<file path="src/rtl/mbx_pkg.sv">
package mbx_pkg;
  localparam logic [7:0] OFS_PUSH  = 8'hAC;
  localparam logic [7:0] OFS_POP   = 8'hB0;
  localparam logic [7:0] OFS_STAT  = 8'hB4;
  localparam logic [7:0] OFS_WMARK = 8'hB8;
  localparam logic [7:0] OFS_EN_TX = 8'hBC;
  localparam logic [7:0] OFS_EN_RX = 8'hC0;
  localparam logic [7:0] OFS_ICLR  = 8'hC4;
  localparam logic [7:0] OFS_ISTAT = 8'hC8;
  localparam logic [7:0] OFS_SRST  = 8'hCC;

  localparam int EV_W      = 9;
  localparam int EV_FULL   = 2;
  localparam int EV_EMPTY  = 3;
  localparam int EV_WM_UP  = 4;
  localparam int EV_WM_DN  = 5;
  localparam int EV_OFLOW  = 6;
  localparam int EV_UFLOW  = 7;
  localparam int EV_NEMPTY = 8;
  localparam logic [EV_W-1:0] EV_KEEP = 9'h1FC;

  typedef struct packed {
    logic oflow;
    logic uflow;
    logic empty;
    logic full;
    logic wm;
  } fifo_stat_t;
endpackage

</file>
<file path="src/rtl/mbx_fifo_store.sv">
module mbx_fifo_store #(
  parameter int DW = 32,
  parameter int AW = 5
) (
  input  logic          clk,
  input  logic          rst,
  input  logic          clear,
  input  logic          push,
  input  logic          pop,
  input  logic [DW-1:0] wdata,
  output logic [DW-1:0] rdata,
  output logic [AW:0]   count,
  output logic          full,
  output logic          empty
);
  localparam int DEPTH = 1 << AW;

  logic [DW-1:0] mem [DEPTH];
  logic [AW:0]   wptr, rptr;
  logic [DW-1:0] rd_q;

  assign count = wptr - rptr;
  assign empty = (wptr == rptr);
  assign full  = (wptr[AW] != rptr[AW]) && (wptr[AW-1:0] == rptr[AW-1:0]);
  assign rdata = rd_q;

  always_ff @(posedge clk) begin
    if (push && !full) mem[wptr[AW-1:0]] <= wdata;
  end

  always_ff @(posedge clk) begin
    if (pop && !empty) rd_q <= mem[rptr[AW-1:0]];
  end

  always_ff @(posedge clk) begin
    if (rst || clear) begin
      wptr <= '0;
      rptr <= '0;
    end else begin
      if (push && !full) wptr <= wptr + 1'b1;
      if (pop && !empty) rptr <= rptr + 1'b1;
    end
  end
endmodule

</file>
<file path="src/rtl/mbx_event_gen.sv">
module mbx_event_gen
  import mbx_pkg::*;
(
  input  logic            clk,
  input  logic            rst,
  input  logic            cond_full,
  input  logic            cond_empty,
  input  logic            cond_wm,
  input  logic            oflow_ev,
  input  logic            uflow_ev,
  input  logic            clr_we,
  input  logic [EV_W-1:0] clr_bits,
  input  logic [EV_W-1:0] en_a,
  input  logic [EV_W-1:0] en_b,
  output logic [EV_W-1:0] istat,
  output logic            irq_a,
  output logic            irq_b
);
  logic            prev_full, prev_empty, prev_wm;
  logic [EV_W-1:0] istat_q, ev, clr_mask;
  logic [EV_W-1:0] en [2];
  logic [1:0]      irq_vec;

  always_comb begin
    ev            = '0;
    ev[EV_FULL]   = cond_full && !prev_full;
    ev[EV_EMPTY]  = cond_empty && !prev_empty;
    ev[EV_NEMPTY] = !cond_empty && prev_empty;
    ev[EV_WM_UP]  = cond_wm && !prev_wm;
    ev[EV_WM_DN]  = !cond_wm && prev_wm;
    ev[EV_OFLOW]  = oflow_ev;
    ev[EV_UFLOW]  = uflow_ev;
  end

  assign clr_mask = clr_we ? clr_bits : '0;

  always_ff @(posedge clk) begin
    if (rst) begin
      prev_full  <= 1'b0;
      prev_empty <= 1'b1;
      prev_wm    <= 1'b0;
      istat_q    <= '0;
    end else begin
      prev_full  <= cond_full;
      prev_empty <= cond_empty;
      prev_wm    <= cond_wm;
      istat_q    <= (istat_q & ~clr_mask) | ev;
    end
  end

  assign en[0] = en_a;
  assign en[1] = en_b;

  for (genvar s = 0; s < 2; s++) begin : g_side
    logic irq_r;
    always_ff @(posedge clk) begin
      if (rst) irq_r <= 1'b0;
      else     irq_r <= |(istat_q & en[s]);
    end
    assign irq_vec[s] = irq_r;
  end

  assign istat = istat_q;
  assign irq_a = irq_vec[0];
  assign irq_b = irq_vec[1];
endmodule

</file>
<file path="src/rtl/mbx_word_fifo.sv">
module mbx_word_fifo
  import mbx_pkg::*;
#(
  parameter int DATA_W     = 32,
  parameter int DEPTH_LOG2 = 5,
  parameter int ADDR_W     = 8
) (
  input  logic              clk,
  input  logic              rst,
  input  logic [ADDR_W-1:0] bus_addr,
  input  logic              bus_wr,
  input  logic              bus_rd,
  input  logic [DATA_W-1:0] bus_wdata,
  output logic [DATA_W-1:0] bus_rdata,
  output logic              irq_tx,
  output logic              irq_rx
);
  localparam int DEPTH = 1 << DEPTH_LOG2;
  localparam int WM_W  = DEPTH_LOG2 + 1;

  logic              rd_only;
  logic              push_req, pop_req, srst_req;
  logic              wr_wmark, wr_en_tx, wr_en_rx, wr_iclr;
  logic              full, empty, cond_wm;
  logic              oflow_ev, uflow_ev;
  logic              oflow_q, uflow_q;
  logic [WM_W-1:0]   occ, wmark_q;
  logic [EV_W-1:0]   en_tx_q, en_rx_q, istat;
  logic [DATA_W-1:0] ram_q, rd_mux, reg_q;
  logic              pop_sel_q, zero_q;
  fifo_stat_t        stat;

  assign rd_only  = bus_rd && !bus_wr;
  assign push_req = bus_wr && (bus_addr == ADDR_W'(OFS_PUSH));
  assign pop_req  = rd_only && (bus_addr == ADDR_W'(OFS_POP));
  assign srst_req = bus_wr && (bus_addr == ADDR_W'(OFS_SRST)) && bus_wdata[0];
  assign wr_wmark = bus_wr && (bus_addr == ADDR_W'(OFS_WMARK));
  assign wr_en_tx = bus_wr && (bus_addr == ADDR_W'(OFS_EN_TX));
  assign wr_en_rx = bus_wr && (bus_addr == ADDR_W'(OFS_EN_RX));
  assign wr_iclr  = bus_wr && (bus_addr == ADDR_W'(OFS_ICLR));

  assign oflow_ev = push_req && full;
  assign uflow_ev = pop_req && empty;

  mbx_fifo_store #(.DW(DATA_W), .AW(DEPTH_LOG2)) u_store (
    .clk   (clk),
    .rst   (rst),
    .clear (srst_req),
    .push  (push_req),
    .pop   (pop_req),
    .wdata (bus_wdata),
    .rdata (ram_q),
    .count (occ),
    .full  (full),
    .empty (empty)
  );

  assign cond_wm = (occ >= wmark_q);

  mbx_event_gen u_events (
    .clk        (clk),
    .rst        (rst),
    .cond_full  (full),
    .cond_empty (empty),
    .cond_wm    (cond_wm),
    .oflow_ev   (oflow_ev),
    .uflow_ev   (uflow_ev),
    .clr_we     (wr_iclr),
    .clr_bits   (bus_wdata[EV_W-1:0]),
    .en_a       (en_tx_q),
    .en_b       (en_rx_q),
    .istat      (istat),
    .irq_a      (irq_tx),
    .irq_b      (irq_rx)
  );

  always_ff @(posedge clk) begin
    if (rst) begin
      wmark_q <= WM_W'(DEPTH);
      en_tx_q <= '0;
      en_rx_q <= '0;
      oflow_q <= 1'b0;
      uflow_q <= 1'b0;
    end else begin
      if (wr_wmark) wmark_q <= bus_wdata[WM_W-1:0];
      if (wr_en_tx) en_tx_q <= bus_wdata[EV_W-1:0] & EV_KEEP;
      if (wr_en_rx) en_rx_q <= bus_wdata[EV_W-1:0] & EV_KEEP;
      if (srst_req) begin
        oflow_q <= 1'b0;
        uflow_q <= 1'b0;
      end else begin
        if (oflow_ev) oflow_q <= 1'b1;
        if (uflow_ev) uflow_q <= 1'b1;
      end
    end
  end

  assign stat = '{oflow: oflow_q, uflow: uflow_q, empty: empty, full: full, wm: cond_wm};

  always_comb begin
    rd_mux = '0;
    case (bus_addr)
      ADDR_W'(OFS_STAT):  rd_mux[$bits(fifo_stat_t)-1:0] = stat;
      ADDR_W'(OFS_WMARK): rd_mux[WM_W-1:0] = wmark_q;
      ADDR_W'(OFS_EN_TX): rd_mux[EV_W-1:0] = en_tx_q;
      ADDR_W'(OFS_EN_RX): rd_mux[EV_W-1:0] = en_rx_q;
      ADDR_W'(OFS_ISTAT): rd_mux[EV_W-1:0] = istat;
      default:            rd_mux = '0;
    endcase
  end

  always_ff @(posedge clk) begin
    if (rst) begin
      reg_q     <= '0;
      pop_sel_q <= 1'b0;
      zero_q    <= 1'b0;
    end else begin
      pop_sel_q <= pop_req;
      zero_q    <= uflow_ev;
      if (rd_only) reg_q <= rd_mux;
    end
  end

  assign bus_rdata = pop_sel_q ? (zero_q ? '0 : ram_q) : reg_q;
endmodule

</file>
<file path="config.mk">
export PLATFORM = sky130hd
export DESIGN_NAME = mbx_word_fifo
export DESIGN_NICKNAME = d
export VERILOG_FILES = /design/src/rtl/mbx_pkg.sv /design/src/rtl/mbx_fifo_store.sv /design/src/rtl/mbx_event_gen.sv /design/src/rtl/mbx_word_fifo.sv
export SDC_FILE = /design/constraint.sdc
export NUM_CORES = 1
export LEC_CHECK = 0
export ABC_CLOCK_PERIOD_IN_PS = 3800
export BUFFER_PORTS_ARGS = -buffer_cell sky130_fd_sc_hd__clkbuf_2
export CAP_MARGIN = 20
export CORE_MARGIN = 5
export CORE_UTILIZATION = 55
export CTS_CLUSTER_SIZE = 40
export DETAILED_ROUTE_END_ITERATION = 8
export GPL_TIMING_DRIVEN = 0
export PLACE_DENSITY_LB_ADDON = 0.08
export REMOVE_ABC_BUFFERS = 1
export SYNTH_ARGS = -nofsm -noshare
export SYNTH_HDL_FRONTEND = slang
export SYNTH_SLANG_ARGS = --single-unit
export TNS_END_PERCENT = 50
</file>
<file path="constraint.sdc">
create_clock -name clk -period 3.8 [get_ports clk]
set_input_delay 0.76 -clock clk [delete_from_list [all_inputs] [get_ports clk]]
set_output_delay 0.76 -clock clk [all_outputs]
set_load 0.02 [all_outputs]
</file>
# Yosys cells after proc, flatten, opt, wreduce, memory -nomap -nowiden
# Memories as Yosys holds them, arrays and structs flattened. A register that Yosys moved wholly into a read port is not among the register bits.
# Index checks and enable logic that the tools add are counted.
# op_classes
n_addsub	3
n_lt_le_gt_ge	1
n_eq_ne	12
n_mux	8
bitwise	5
reduce_logical	30
# op_table
cell	count
8-bit equality test, second input constant	9
32-bit two-way mux	2
9-bit bitwise AND	3
5-bit one-hot mux with 5 select lines	1
1-bit logical AND	19
9-bit OR reduction	2
6-bit by 1-bit adder with 6-bit output, second input constant	2
9-bit two-way mux	1
9-bit NOT	1
9-bit bitwise OR	1
3-bit one-hot mux with 3 select lines	1
1-bit zero test	7
6-bit equality test	1
6-bit greater-or-equal comparator	1
6-bit subtractor	1
5-bit equality test	1
1-bit one-hot mux with 4 select lines	1
1-bit two-way mux	2
2-bit OR reduction	1
1-bit logical OR	1
1-bit != test	1
# totals
register_bits	59
ram_bits	1024
inputBits	44
output_inout_bits	34
wordCells	76
memories	1
# memory_table
memory	words	word_bits	rd	rd_clocked_by_memory_dff	write_ports	line_no	text
u_store.mem	32	32	1	1	1	mbx_fifo_store.sv:18	logic [DW-1:0] mem [DEPTH];

# Longest topological paths before layout
# Gate-level depths: netlist (run 1).
# depth
depth_word	6
mapped_depth	16
mapped_depth_nobuf	13

# Modules after synthesis
# From an unflattened synthesis (run 1), not the netlist that was laid out.
# hier_totals
hier_cells	2148
area_unflattened_um2	43078.8
# by_module_without_submodules
module	instances	cells_each	area_each_um2	seq_area_each_um2
mbx_fifo_store	1	1850	40472.6	31950.6
mbx_word_fifo	1	239	2060.7	660.6
mbx_event_gen	1	59	545.5	280.3

# Worst setup path after synthesis (run 1)
# No wires, ideal clock.
# synth_path
kind	flip-flop to flip-flop
from	reg u_store.rptr[1]
to	mem u_store.mem[30][0], enable pin
setup_ps	421
arrival_ps	3538
t_required_ps	3379
slack_ps	-159
stages_incl_launch_ff	14
n_path_buf	6
period_less_slack_ps	3959
path_cell_list	dfxtp_1 buf_2 buf_2 buf_2 buf_2 inv_1 ha_1 inv_1 or3b_1 buf_6 and2_4 buf_6 nand2_4 nor2_1
# synth_between
elab_chain_len	6
# synth_lines
element	line_no	text
from (decl)	mbx_fifo_store.sv:19	logic [AW:0] wptr, rptr;
from (signal assigned)	mbx_fifo_store.sv:41	if (pop && !empty) rptr <= rptr + 1'b1;
5-bit equality test	mbx_fifo_store.sv:24	assign full = (wptr[AW] != rptr[AW]) && (wptr[AW-1:0] == rptr[AW-1:0]);
1-bit logical AND	mbx_fifo_store.sv:24	
1-bit zero test	mbx_fifo_store.sv:28	if (push && !full) mem[wptr[AW-1:0]] <= wdata;
1-bit logical AND	mbx_fifo_store.sv:28	
1-bit two-way mux	mbx_fifo_store.sv:28	
1-bit two-way mux (not written as such)	mbx_fifo_store.sv:28	
to (decl)	mbx_fifo_store.sv:18	
# Every way passes these cells.

# Final worst setup path (run 1)
# layout_path
from	reg u_store.rptr[4]
to	mem u_store.mem[21][11], enable pin
# The elaborated chain is that of the path after synthesis.

==> metrics, run 1 <==
final hold viol count=0; total of fill cells in the finished design=5319; clock latency on the worst-skew pair=0.68 ns; clk sink count=1115; global placer's final weighted congestion=0.818; TritonCTS Buffers=111; worst slew pin tran=1.01 ns; most common library cell in the layout ignoring fill and taps=sky130_fd_sc_hd__edfxtp_1; capturing element type of the critical path=flop; result of the run=complete, no violations; DP Wirelength=65400 um; source of the critical timing path=u_store.rptr[4]; Layout Cells excl Fill=3695; number of pins with negative max-slew slack in the final report=0; Initial Utilization=55.2%; leading cell types in the layout, fill and taps excluded=sky130_fd_sc_hd__edfxtp_1 (1056), sky130_fd_sc_hd__mux2i_1 (276), sky130_fd_sc_hd__mux4_2 (128), sky130_fd_sc_hd__a21oi_1 (116), sky130_fd_sc_hd__clkbuf_16 (112); synthesized-area fraction occupied by ao, oa, aoi and oai cells=3.90%; die outline area=0.0848 sq mm; Post-Route WL=106000 um; largest cells by area after synthesis=sky130_fd_sc_hd__edfxtp_1 (73%), sky130_fd_sc_hd__mux4_2 (6.6%), sky130_fd_sc_hd__mux2i_1 (6.4%); post-route minimum period=3.68 ns; vias in the first global route=23.4k; FF-to-FF End=u_store.mem[21][11]; Wirelength per Cell=28.8 um; ys flop type=sky130_fd_sc_hd__edfxtp_1; r2r worst-path depth=8; main combinational cell family by area after synthesis=multiplexers; number of enable-type register cells in the synthesized netlist=1056; Layout Utilization=64.2%; maximum operating frequency=271 MHz; CTS H-tree lvls=3; average cell area after synthesis=18.1 sq um; vias post-DR=22.8k; CP startpoint kind=flop; initial antenna violation count=2; Clk pin slew, worst setup/hold paths=0.06 ns; crit share post-route=96.9%; required time worst endpoint=4.15 ns; xor and xnor area share after synthesis=0.239%; Data arrival, critical path=4.04 ns; setup slack on the worst flop-to-flop path=0.12 ns; library cell with the largest summed area after synthesis=sky130_fd_sc_hd__edfxtp_1; Tightest Hold Check Type=reg -> reg; Synth Area in Adders=0.506%; Post-Route Skew=0.0242 ns; via-per-instance ratio=6.18; RSZ-0062 raised after global routing=no; drt pass-1 iters=6; class of the most critical setup path=reg -> reg; wire length of the first global-routing pass=155000 um; height of the chip=291 um; portion of the post-synthesis area used by sequential elements=75.6%; total placed cells including tap cells=3476; synthesized flop and latch total=1115; clock root buffer=sky130_fd_sc_hd__clkbuf_16; total standard cell area after synthesis=0.0435 sq mm; cell area after placement=0.0467 sq mm; setup violation total in the final timing report=0; simple logic cell fraction of the synthesized area=5.06%; number of distinct library cell variants in the gate-level netlist after synthesis=63; Synth Instances=2402; Area growth syn-to-layout=16.2%; TritonCTS clock tree=done; number of placement rows=103; width of the die=291 um; portion of synthesized cell area occupied by the leading cell type=72.9%; Detailed Route Iter0 Violations=2085; ANT nets after route=0; final net count=2610; total global routing track utilization=24.9%; Worst Path Max Fanout=19; standby leakage power=15.5 nW; boundary pin count=78; relative slew slack=32.8%; Reg2Reg Launch Point=u_store.rptr[4]; number of warnings printed during yosys synthesis=0; termination of the worst setup path=u_store.mem[21][11]; ratio of cells with drive above 1 in the final layout=19.7%; asr flop ratio synth=0%; Pwr Density=484 mW/mm^2; remaining global-route overflow=0; mux cell area share after synthesis=13.1%; I/O Buffers=77; max capacitance violation total=0; drt drc=0; pin count of the biggest net entering global routing=57; Placeable Area=0.0787 sq mm; maximum count of clock buffers along a single path=3; final instance area=0.0505 sq mm; worst vdd ir=0.000518 V
-- Yosys cell counts (2+ instances only) --
| master | n |
|---|---|
| sky130_fd_sc_hd__nor4bb_1 | 2 |
| sky130_fd_sc_hd__edfxtp_1 | 1056 |
| sky130_fd_sc_hd__clkbuf_1 | 57 |
| sky130_fd_sc_hd__nand4_1 | 34 |
| sky130_fd_sc_hd__a22o_1 | 3 |
| sky130_fd_sc_hd__xor2_1 | 3 |
| sky130_fd_sc_hd__buf_2 | 67 |
| sky130_fd_sc_hd__mux4_2 | 128 |
| sky130_fd_sc_hd__a21oi_1 | 116 |
| sky130_fd_sc_hd__o221ai_1 | 2 |
| sky130_fd_sc_hd__dfxtp_1 | 59 |
| sky130_fd_sc_hd__xnor2_1 | 7 |
| sky130_fd_sc_hd__inv_1 | 27 |
| sky130_fd_sc_hd__nor2_1 | 88 |
| sky130_fd_sc_hd__nor2b_1 | 72 |
| sky130_fd_sc_hd__and2_1 | 26 |
| sky130_fd_sc_hd__nand4_2 | 2 |
| sky130_fd_sc_hd__a31oi_1 | 3 |
| sky130_fd_sc_hd__nand2_1 | 82 |
| sky130_fd_sc_hd__a22oi_1 | 106 |
| sky130_fd_sc_hd__nand2_4 | 3 |
| sky130_fd_sc_hd__nor2_2 | 2 |
| sky130_fd_sc_hd__a222oi_1 | 2 |
| sky130_fd_sc_hd__mux2_2 | 3 |
| sky130_fd_sc_hd__and3_1 | 4 |
| sky130_fd_sc_hd__nand3b_1 | 3 |
| sky130_fd_sc_hd__o21ai_0 | 22 |
| sky130_fd_sc_hd__o22ai_1 | 3 |
| sky130_fd_sc_hd__nor3_1 | 7 |
| sky130_fd_sc_hd__mux2i_1 | 276 |
| sky130_fd_sc_hd__buf_6 | 2 |
| sky130_fd_sc_hd__nor4_1 | 5 |
| sky130_fd_sc_hd__or3_1 | 2 |
| sky130_fd_sc_hd__buf_4 | 3 |
| sky130_fd_sc_hd__nand3_1 | 79 |
| sky130_fd_sc_hd__ha_1 | 16 |
| sky130_fd_sc_hd__nand2b_1 | 4 |
-- sequential cells by signal, indices dropped and copies added (netlist names) --
name                 flops
u_store.rptr             6
reg_q                    9
uflow_q                  1
u_store.mem           1024
u_events.irq_b           1
en_rx_q                  7
wmark_q                  6
en_tx_q                  7
u_store.wptr             6
u_events.istat           9
u_events.prev_empty      1
u_events.irq_a           1
pop_sel_q                1
u_events.prev_full       1
u_store.rdata           32
oflow_q                  1
zero_q                   1
u_events.prev_wm         1
-- cell families after synthesis --
group	count (synthesis)
compound gates	270
xor+xnor	11
fa+ha+maj	17
simple gates	425
flops	1115
mux	407
buf+inv	157
-- where the power goes --
group	internal [W]	total [W]	leakage [nW]	switching (W)
clock	0.00625	0.0108	1.78	0.00453
combinational	0.0000298	0.000222	3.74	0.000192
sequential	0.0134	0.0134	9.96	0.00000141
total	0.0197	0.0244	15.5	0.00472
-- area by class of cell --
cell class	count	area [sq um]	area share, %
Antenna cell	2	5.00	0.00991
Inverter	27	101	0.201
Clock buffer	140	2960	5.86
Sequential cell	1115	32900	65.1
Tap cell	1050	1310	2.60
Clock inverter	67	657	1.30
Multi-Input combinational cell	1130	10200	20.2
Timing Repair Buffer	164	2360	4.68
-- per-stage QoR --
| stage | setup slack [ns] | hold slack [ns] | TNS (ns) | power [W] |
|---|---|---|---|---|
| after CTS | 0.145 | 0.445 | 0 | 0.0246 |
| after detailed placement | -0.554 | 0.437 | -64.42 | 0.0139 |
| after global placement | -20.03 | 0.434 | - | 0.0139 |
| after global routing | 0.0306 | 0.487 | 0 | 0.0251 |
| final | 0.116 | 0.445 | 0 | 0.0244 |
| after floorplan | -11.63 | 0.418 | - | 0.0137 |
-- worst min-delay path by stage --
| stage | slack (ns) | from | cells past startpoint | end |
|---|---|---|---|---|
| final | 0.45 | u_events.istat[1] | 2 | u_events.istat[1] |
| after global routing | 0.49 | u_events.istat[1] | 2 | u_events.istat[1] |
| after CTS | 0.44 | u_events.istat[1] | 2 | u_events.istat[1] |
| after detailed placement | 0.44 | u_events.istat[1] | 2 | u_events.istat[1] |
| after global placement | 0.43 | u_events.istat[1] | 2 | u_events.istat[1] |
| after floorplan | 0.42 | u_events.istat[1] | 2 | u_events.istat[1] |
-- worst max-delay path, cell delays in order, from the launching register on --
cell and delay, ns:
sky130_fd_sc_hd__dfxtp_1 0.59, sky130_fd_sc_hd__inv_1 0.20, sky130_fd_sc_hd__ha_1 0.41, sky130_fd_sc_hd__nand4_1 0.13, sky130_fd_sc_hd__or3b_1 0.36, sky130_fd_sc_hd__and2_4 0.32, sky130_fd_sc_hd__nand2_4 0.19, sky130_fd_sc_hd__nor2_4 0.83
sky130_fd_sc_hd__buf_12 0.30
-- what timing repair did --
action                                  in CTS  in global routing
endpoints found under the setup margin     254                  0
buffers inserted                            10                  0
gates resized for setup                      2                  0
hold buffers                                 0                  0
-- per-layer routing --
metal / GRT usage, % / vias to the layer above / routed length (um)
li1: - / 9880 / -
met3: 3.52 / 204 / 7140
met4: 8.27 / 0 / 3440
met5: 0 / - / 0
met2: 42.0 / 860 / 53300
met1: 33.8 / 11900 / 42500
Note: power is estimated with default switching activity, not from simulation.
==> run 2, diff against run 1 <==
Settings changed: CELL_PAD_IN_SITES_DETAIL_PLACEMENT set to 0, CELL_PAD_IN_SITES_GLOBAL_PLACEMENT set to 1, CORE_UTILIZATION 55 to 49.
==> run 2 against run 1 <==
Net effect:
- critical path type unchanged
- wire length is 4.2% higher
- critical path depth stayed put
- critical endpoint is now u_store.mem[6][25]
- largest power group unchanged
- non-clock buffer count is 10 higher
==> metrics, run 2 (synthesis results as in run 1) <==
ANT nets after route=0 (unchanged); total placed cells including tap cells=3585 (+3.1%); most common library cell in the layout ignoring fill and taps=sky130_fd_sc_hd__edfxtp_1; Worst Setup Slack, final=0.286 ns (+0.170 ns); width of the die=308 um (+5.7%); required time worst endpoint=4.15 ns (about the same); Layout Cells excl Fill=3817 (+3.3%); GR peak layer=met2; cell-by-cell listing of the critical path=buf_16 > ha_1 > nand4_1 > or3b_4 > and2_4 > nand2_4 > nor2_4 > buf_12; initial antenna violation count=0 (-2); Clk pin slew, worst setup/hold paths=0.06 ns (about the same); Detailed Route Iter0 Violations=1994 (-4.4%); number of pins with negative max-slew slack in the final report=0 (unchanged); DP Wirelength=66600 um (+1.9%); maximum operating frequency=285 MHz (+4.8%); Post-Route WL=111000 um (+4.2%); met2 GRT Util=38.2% (-3.8 points); leading cell types in the layout, fill and taps excluded=sky130_fd_sc_hd__edfxtp_1 (1056), sky130_fd_sc_hd__mux2i_1 (276), sky130_fd_sc_hd__mux4_2 (128), sky130_fd_sc_hd__a21oi_1 (116), sky130_fd_sc_hd__clkbuf_16 (114); Inserted Diodes=0 (-2); vias in the first global route=22.9k (-1.9%); class of the most critical setup path=reg -> reg; clk sink count=1115 (unchanged); post-route minimum period=3.51 ns (-0.170 ns); Area growth syn-to-layout=16.7%; RSZ-0062 raised after global routing=no; standby leakage power=15.5 nW (+0.29%); via-per-instance ratio=5.98 (-3.4%); Data arrival, critical path=3.86 ns (-0.18 ns); maximum count of clock buffers along a single path=3 (unchanged); Pwr Total=0.0248 W (+1.7%); Worst Path Max Fanout=37 (+18); wire length of the first global-routing pass=159000 um (+2.4%); height of the chip=308 um (+5.7%); boundary pin count=78 (unchanged); number of placement rows=109 (+5.8%); remaining global-route overflow=0 (unchanged); slowest stage delay, CP=0.71 ns (-0.12 ns); Post-Route Skew=0.0276 ns (+0.00338 ns); final hold viol count=0 (unchanged); drt drc=0 (unchanged); drt pass-1 iters=5 (-1); Placeable Area=0.0882 sq mm (+12%); Initial Utilization=49.3% (-5.9 points); kind of cell adding the most delay to the critical path=simple AND/OR/NAND/NOR gates; TritonCTS clock tree=done; met3 track demand over resource=3.28% (-0.25 points); pin count of the biggest net entering global routing=52 (-8.8%); CP startpoint kind=flop; worst vdd ir=0.000343 V (-34%); Wirelength per Cell=29.1 um (+0.89%); Pwr Density=489 mW/mm^2 (+1.2%); TritonCTS Buffers=113 (+1.8%); post-route setup TNS=0 ns (unchanged); crit share post-route=92.5% (-4.5 points); setup violation total in the final timing report=0 (unchanged); final net count=2622 (+0.46%); number of buffers and inverters on the critical path=2 (unchanged); met1 Track Usage GR=33.9% (about the same); CTS H-tree lvls=3 (unchanged); die outline area=0.0948 sq mm (+12%); pre-CTS setup slack=-0.756 ns (-0.202 ns); master of the slowest instance on the critical path=sky130_fd_sc_hd__nor2_4; clock latency on the worst-skew pair=0.68 ns (about the same); max capacitance violation total=0 (unchanged); result of the run=complete, no violations; worst slew pin tran=0.937 ns (-0.0695 ns); relative slew slack=36.7% (+3.9 points); global placer's final weighted congestion=0.784 (-4.1%); worst hold slack across all endpoints=0.452 ns (+0.00718 ns); vias post-DR=22.8k (-0.17%); total global routing track utilization=23.2% (-1.7 points); max FFs per register=1024 (unchanged); Tightest Hold Check Type=reg -> reg; ratio of cells with drive above 1 in the final layout=19.8% (+0.12 points); clock root buffer=sky130_fd_sc_hd__clkbuf_16; I/O Buffers=77 (unchanged); number of buffers inserted for hold repair after clock tree synthesis=0 (unchanged); capturing element type of the critical path=flop
-- run 2: cell count changes in the layout (fill, tap and decap cells not counted), sizes merged --
cell,change
bufinv,+5
buf,+10
clkinv,-11
diode,-2
clkinvlp,-1
inv,+2
clkbuf,+4
-- run 2: repair_timing --
item                                    in CTS  in global routing
pin swaps                                   12                  0
setup buffers                               23                  2
gates resized for setup                      3                  0
endpoints found under the setup margin     596                126
-- run 2: area by class of cell --
class                   instances  area [sq um]
well taps                    1165          1460
fillers                      6605         37500
multi-input cells            1130         10200
flip-flops and latches       1115         32900
clock inverters                62           714
repair buffers                174          2320
inverters                      27           101
clock buffers                 144          3010
-- run 2: metal layers --
layer | wire, um | part of all wire, %
met4 | 1870 | 1.7
met5 | 0 | 0
met1 | 47700 | 43
met3 | 6890 | 6.2
met2 | 54400 | 49
-- run 2: final timing paths --
kind / cells past startpoint / from / endpoint / slack [ns]
worst max-delay path: 8 / u_store.rptr[0] / u_store.mem[6][25] / 0.29
worst min register to register: 2 / reg_q[0] / reg_q[0] / 0.45
worst min-delay path: 2 / reg_q[0] / reg_q[0] / 0.45
worst max register to register: 8 / u_store.rptr[0] / u_store.mem[6][25] / 0.29
-- run 2: stage by stage --
| stage | cell area [sq um] | utilization [%] |
|---|---|---|
| finish | 50700 | 57.5 |
| global placement | 44700 | 50.7 |
| CTS | 50700 | 57.4 |
| detailed placement | 46700 | 52.9 |
| floorplan | 42900 | - |
| global route | 50700 | 57.5 |
-- run 2: where the power goes --
group / switching (W) / internal [W] / leakage [nW] / total [W]
clock network: 0.00453 / 0.00665 / 1.82 / 0.0112
registers: 0.00000142 / 0.0134 / 9.96 / 0.0134
logic: 0.000195 / 0.0000299 / 3.74 / 0.000225
-- run 2: tightest hold or removal path, stage by stage (launching register included) --
cell and delay, ns:
sky130_fd_sc_hd__dfxtp_1 0.32, sky130_fd_sc_hd__nand2_1 0.04, sky130_fd_sc_hd__o21ai_0 0.05
